### src/rtl/ser_link_pkg.sv
package ser_link_pkg;
    typedef enum logic [1:0] {
        LS_OFF   = 2'd0,
        LS_SYNC  = 2'd1,
        LS_RUN   = 2'd2,
        LS_RECOV = 2'd3
    } link_st_e;

    localparam logic IDLE_LVL = 1'b0;
endpackage

### src/rtl/pclk_rise.sv
module pclk_rise (
    input  logic clk,
    input  logic rst_n,
    input  logic pclk,
    output logic rise
);
    logic pclk_d, pclk_q;

    always_comb begin
        pclk_d = pclk;
        rise   = pclk & ~pclk_q;
    end

    always_ff @(posedge clk) begin
        if (!rst_n) pclk_q <= 1'b0;
        else        pclk_q <= pclk_d;
    end
endmodule

### src/rtl/link_seq.sv
module link_seq
    import ser_link_pkg::*;
#(
    parameter int SYNC_WORDS = 11264,
    parameter int REC_WORDS  = 20
) (
    input  logic     clk,
    input  logic     rst_n,
    input  logic     link_en,
    input  logic     link_err,
    input  logic     rise,
    output link_st_e state,
    output logic     far_pd
);
    localparam int MAX_W = (SYNC_WORDS > REC_WORDS) ? SYNC_WORDS : REC_WORDS;
    localparam int CNT_W = $clog2(MAX_W + 1);
    localparam logic [CNT_W-1:0] SYNC_LAST = CNT_W'(SYNC_WORDS - 1);
    localparam logic [CNT_W-1:0] REC_LAST  = CNT_W'(REC_WORDS - 1);

    typedef struct packed {
        link_st_e         st;
        logic [CNT_W-1:0] cnt;
        logic             pd;
    } seq_t;

    seq_t seq_d, seq_q;

    always_comb begin
        seq_d    = seq_q;
        seq_d.pd = 1'b0;
        if (!link_en) begin
            seq_d.st  = LS_OFF;
            seq_d.cnt = '0;
            seq_d.pd  = (seq_q.st != LS_OFF);
        end else begin
            unique case (seq_q.st)
                LS_OFF: begin
                    seq_d.st  = LS_SYNC;
                    seq_d.cnt = '0;
                end
                LS_SYNC: begin
                    if (rise) begin
                        if (seq_q.cnt == SYNC_LAST) begin
                            seq_d.st  = LS_RUN;
                            seq_d.cnt = '0;
                        end else begin
                            seq_d.cnt = seq_q.cnt + 1'b1;
                        end
                    end
                end
                LS_RUN: begin
                    if (link_err) begin
                        seq_d.st  = LS_RECOV;
                        seq_d.cnt = '0;
                    end
                end
                LS_RECOV: begin
                    if (rise) begin
                        if (seq_q.cnt == REC_LAST) begin
                            seq_d.st  = LS_SYNC;
                            seq_d.cnt = '0;
                        end else begin
                            seq_d.cnt = seq_q.cnt + 1'b1;
                        end
                    end
                end
                default: seq_d.st = LS_OFF;
            endcase
        end
    end

    always_ff @(posedge clk) begin
        if (!rst_n) seq_q <= '{st: LS_OFF, cnt: '0, pd: 1'b0};
        else        seq_q <= seq_d;
    end

    assign state  = seq_q.st;
    assign far_pd = seq_q.pd;

    // power-down wins from any state
    p_pd_entry_r8: assert property (@(posedge clk) disable iff (!rst_n)
        !link_en |=> state == LS_OFF);

    // boundary error while running leads to recovery
    p_err_recov_r6: assert property (@(posedge clk) disable iff (!rst_n)
        (state == LS_RUN && link_en && link_err) |=> state == LS_RECOV);

    // synchronising only moves on a word clock edge or power-down
    p_sync_hold_r4: assert property (@(posedge clk) disable iff (!rst_n)
        (state == LS_SYNC && link_en && !rise) |=> state == LS_SYNC);

    // error input never leaves the recovery hold early
    p_recov_hold_r7: assert property (@(posedge clk) disable iff (!rst_n)
        (state == LS_RECOV && link_en && !rise) |=> state == LS_RECOV);
endmodule

### src/rtl/frame_shift.sv
module frame_shift
    import ser_link_pkg::*;
#(
    parameter int DATA_W = 10
) (
    input  logic              clk,
    input  logic              rst_n,
    input  logic              load,
    input  logic              flush,
    input  logic [DATA_W-1:0] word,
    output logic              bit_o
);
    localparam int FRAME_W = DATA_W + 2;
    localparam int IDX_W   = $clog2(FRAME_W + 1);
    localparam logic [IDX_W-1:0] IDX_EMPTY = IDX_W'(FRAME_W);
    localparam logic [IDX_W-1:0] IDX_BA    = IDX_W'(DATA_W);
    localparam logic [IDX_W-1:0] IDX_BB    = IDX_W'(DATA_W + 1);

    typedef struct packed {
        logic [FRAME_W-1:0] sr;
        logic [IDX_W-1:0]   idx;
    } shf_t;

    shf_t shf_d, shf_q;

    always_comb begin
        shf_d = shf_q;
        if (flush) begin
            shf_d.sr  = '0;
            shf_d.idx = IDX_EMPTY;
        end else if (load) begin
            shf_d.sr  = {word[DATA_W-1], ~word[DATA_W-1], word};
            shf_d.idx = '0;
        end else if (shf_q.idx != IDX_EMPTY) begin
            shf_d.sr  = {1'b0, shf_q.sr[FRAME_W-1:1]};
            shf_d.idx = shf_q.idx + 1'b1;
        end
    end

    always_ff @(posedge clk) begin
        if (!rst_n) shf_q <= '{sr: '0, idx: IDX_EMPTY};
        else        shf_q <= shf_d;
    end

    assign bit_o = shf_q.sr[0];

    // each boundary bit differs from the bit sent before it
    p_bound_a_r2: assert property (@(posedge clk) disable iff (!rst_n)
        shf_q.idx == IDX_BA |-> shf_q.sr[0] != $past(shf_q.sr[0]));
    p_bound_b_r2: assert property (@(posedge clk) disable iff (!rst_n)
        shf_q.idx == IDX_BB |-> shf_q.sr[0] != $past(shf_q.sr[0]));
endmodule

### src/rtl/ser_link_top.sv
module ser_link_top
    import ser_link_pkg::*;
#(
    parameter int DATA_W     = 10,
    parameter int SYNC_WORDS = 11264,
    parameter int REC_WORDS  = 20
) (
    input  logic              clk,
    input  logic              rst_n,
    input  logic              pclk,
    input  logic [DATA_W-1:0] din,
    input  logic              link_en,
    input  logic              link_err,
    output logic              sdo,
    output logic              sdo_oe,
    output logic              far_pd,
    output logic [1:0]        link_state
);
    logic     rise;
    logic     ser_bit;
    link_st_e st;

    pclk_rise u_edge (
        .clk   (clk),
        .rst_n (rst_n),
        .pclk  (pclk),
        .rise  (rise)
    );

    link_seq #(
        .SYNC_WORDS (SYNC_WORDS),
        .REC_WORDS  (REC_WORDS)
    ) u_seq (
        .clk      (clk),
        .rst_n    (rst_n),
        .link_en  (link_en),
        .link_err (link_err),
        .rise     (rise),
        .state    (st),
        .far_pd   (far_pd)
    );

    frame_shift #(
        .DATA_W (DATA_W)
    ) u_shf (
        .clk   (clk),
        .rst_n (rst_n),
        .load  (rise && st == LS_RUN),
        .flush (st != LS_RUN),
        .word  (din),
        .bit_o (ser_bit)
    );

    always_comb begin
        sdo_oe     = (st == LS_RUN);
        sdo        = sdo_oe ? ser_bit : IDLE_LVL;
        link_state = st;
    end

    // far-end pulse only on entry into power-down
    p_far_pd_r8: assert property (@(posedge clk) disable iff (!rst_n)
        far_pd |-> (link_state == LS_OFF && $past(link_state) != LS_OFF));

    // line idle while the driver is off
    p_idle_r5: assert property (@(posedge clk) disable iff (!rst_n)
        !sdo_oe |-> sdo == IDLE_LVL);
endmodule

### config.mk
export PLATFORM = sky130hd
export DESIGN_NAME = ser_link_top
export DESIGN_NICKNAME = d
export VERILOG_FILES = /design/src/rtl/ser_link_pkg.sv /design/src/rtl/pclk_rise.sv /design/src/rtl/link_seq.sv /design/src/rtl/frame_shift.sv /design/src/rtl/ser_link_top.sv
export SDC_FILE = /design/constraint.sdc
export NUM_CORES = 1
export LEC_CHECK = 0
export BUFFER_PORTS_ARGS = -buffer_cell sky130_fd_sc_hd__buf_2
export CORE_AREA = 2 2 54 93
export DETAILED_ROUTE_END_ITERATION = 8
export DIE_AREA = 0 0 56 95
export PLACE_DENSITY = 0.55
export SYNTH_ARGS = -nofsm -noshare
export SYNTH_HDL_FRONTEND = slang
export SYNTH_SLANG_ARGS = --single-unit
### constraint.sdc
create_clock -name clk -period 2.1 [get_ports clk]
set_clock_uncertainty 0.05 [all_clocks]
set_input_delay 0.21 -clock clk [delete_from_list [all_inputs] [get_ports clk]]
set_output_delay 0.21 -clock clk [all_outputs]
set_load 0.02 [all_outputs]
==> metrics.md <==
| Metric | Value |
|---|---|
| Die Area | between 0.005 and 0.006 sq mm |
| Tot Pwr | about 1200 uW |
| P per Cell Area | roughly 610 mW/mm^2 |
| Critical Path Source Type | flop |
| Die Y | about 95 um |
| Setup violators final | 0 |
| Post-CTS Repair Setup Buffers | 0 |
| Mapped Cells | 202 |
| Yosys top cell by area | dfxtp_1 |
| Actual slew at the worst max-slew pin | 550 ps |
| Placed Area | approximately 0.0019 sq mm |
| Port-buffer cells | 19 |
| Wire per inst | ~14 um |
| Pleak | approximately 0.00074 uW |
| CTS tree | built |
| Setup slack after layout | approximately 180 ps |
| Worst EP arrival | roughly 2000 ps |
| Vias in the first global route | about 1.6k |
| Via count | 1519 |
| GRT Util Overall | between 15 and 20% |
| Routed Antenna Nets | 0 |
| Final Util | a little over two fifths |
| Seq/Total Area, Yosys | 38.8% |
| Vias/cell | around 5.4 |
| Num CTS Buffers | 5 |
| Hold Crit Class | in -> reg |
| Rows | 33 |
| Worst Path Required | 2240 ps |
| Critical path class | reg -> reg |
| Setup crit end kind | flop |
| Top FF cell, synth | dfxtp_1 |
| Nets | 251 |
| First-pass GRT wire length | 6.83 mm |
| Fraction of layout cells with a size suffix above 1 | between 15 and 20% |
| Most frequent cells after synthesis | 34 x dfxtp_1, 26 x nor2_1, 17 x nand2_1 |
| Pin count of the biggest net entering global routing | 21 |
| Count leader, synth | dfxtp_1 |
| Netlist cell types | 44 |
| Place WS | 117 ps |
| Max Cap Viol | 0 |
| I/O pins | 20 |
| Final min period | between 1500 and 2000 ps |
| Fmax | roughly 0.52 GHz |
| PostCTS Resize Cnt | 0 |
| Mapped cell area | 0.00176 sq mm |
| Relative slew slack | 63.2% |
| DP Wirelength | around 3.0 mm |
| DRT Pass-1 Iters | 4 |
| GR Overflow Total | 0 |
| Starting Density | roughly 38% |
| Top cell type's share of synthesized area | 38.8% |
| Residual DRC count | 0 |
| Syn nets | between 200 and 250 |
| P&R area growth vs syn | 15.2% |
| H-tree Lvls | 2 |
| Fin. Hold Viols | 0 |
| VDD IR max | roughly 0.43 mV |
| Yosys warns | 0 |
| Horiz. Die Dim | approximately 56 um |
| Avg Cell Area, Syn | roughly 8.7 sq um |
| DRT Wirelength | roughly 4 mm |
| Design area | approximately 0.0020 sq mm |
| Slew Viols, Final | 0 |
| Yosys reg bits | 34 |
| Status | finished clean |
| Ant. Diodes | 0 |
| Post-cts hold buffer count | 0 |
| Number of synthesized flops with an enable pin | 0 |
| Max FO, Critical Path | 11 |
| Root Driver | clkbuf_8 |
| Clk_lat worst skew | 290 ps |
| Initial DRC Count | 19 |
| Final Cycle Share | around nine tenths |
| Routability cong. | 0.756 |
| Clock sink count | 34 |
| CTS Buffer Depth | 2 |
| Setup_tns | 0 ps |
| Clock transition at path regs | around 70 ps |
| FFs w/ async S/R, synth | 0% |
| Initial antenna violation count | 0 |
| Core footprint | approximately 0.0046 sq mm |
| Top cells by area, synth | dfxtp_1 39%, mux2i_1 6.3%, ha_1 5.7% |
[power by group]
group          internal [uW]  switching (uW)  leakage [uW]
registers                650            4.86      0.000275
logic                   44.2            65.3      0.000426
clock network            227             237     0.0000373
total                    921             307      0.000738
[final timing paths]
kind                         from         endpoint  slack [ps]  depth (start not counted)
setup reg to reg   u_seq.state[1]  u_seq.seq_q[14]         180                          7
hold / removal            link_en     u_seq.far_pd          80                          2
setup / recovery   u_seq.state[1]  u_seq.seq_q[14]         180                          7
hold reg to reg   u_shf.shf_q[15]  u_shf.shf_q[15]         430                          2
[cell usage in the layout (no fill, tap or decap), drive strengths merged, types with 2 or more instances in the layout]
| master | Yosys | routed |
|---|---|---|
| and2 | 5 | 5 |
| buf | 5 | 28 |
| and4 | 2 | 2 |
| ha | 8 | 8 |
| nand3 | 12 | 12 |
| inv | 5 | 5 |
| dfxtp | 34 | 34 |
| a21oi | 8 | 8 |
| nand4 | 3 | 3 |
| o21ai | 2 | 2 |
| mux2i | 11 | 11 |
| a211oi | 11 | 11 |
| a22o | 2 | 2 |
| a31oi | 3 | 3 |
| a21o | 2 | 2 |
| xor2 | 4 | 4 |
| nor2 | 26 | 26 |
| clkbuf | 4 | 6 |
| and3 | 4 | 4 |
| nor2b | 2 | 2 |
| nor3 | 7 | 7 |
| nor4 | 2 | 2 |
| nand2 | 17 | 17 |
| xnor2 | 5 | 5 |
| nor3b | 3 | 3 |
[cell type report]
class / instances / area, sq um
flip-flops and latches: 34 / 682
clock inverters: 1 / 7.51
well taps: 52 / 65.1
repair buffers: 28 / 163
clock buffers: 6 / 72.6
inverters: 5 / 18.8
fillers: 490 / 2600
multi-input cells: 154 / 1010
[stage by stage]
step | cells | hold WS, ps
after floorplan | 202 | 236
after global placement | 273 | 389
after detailed placement | 273 | 391
after CTS | 280 | 88.4
after global routing | 280 | 93.5
final | 280 | 83.6
[flip-flops by register name (all words and copies together) (netlist names)]
register / cells
u_seq.far_pd: 1
u_edge.pclk_q: 1
u_seq.seq_q: 14
u_seq.state: 2
u_shf.shf_q: 15
u_shf.bit_o: 1
[worst max-delay path, stage by stage (launching register included)]
cell and delay [ps]:
dfxtp_2 350, inv_1 90, ha_1 220, or2_1 290
a21o_4 280, nor4_1 350, xnor2_1 160, nor2_1 50
[metal layers]
layer	track usage (%)	up-vias	wire [um]
met4	5.95	0	61
met2	33.0	29	2270
met3	3.29	7	128
li1	-	769	-
met1	15.7	714	1550
met5	0	-	0
[kinds of logic (layout without fill, tap and decap cells)]
group / after synthesis / in the layout / share of synthesized area [%]
simple gates: 90 / 90 / 26.3
xor+xnor: 9 / 9 / 4.49
mux: 11 / 11 / 6.27
compound gates: 36 / 36 / 14.5
buf+inv: 14 / 40 / 3.99
fa+ha+maj: 8 / 8 / 5.70
flops: 34 / 34 / 38.8
No activity file was read; power rests on OpenSTA's default activity.
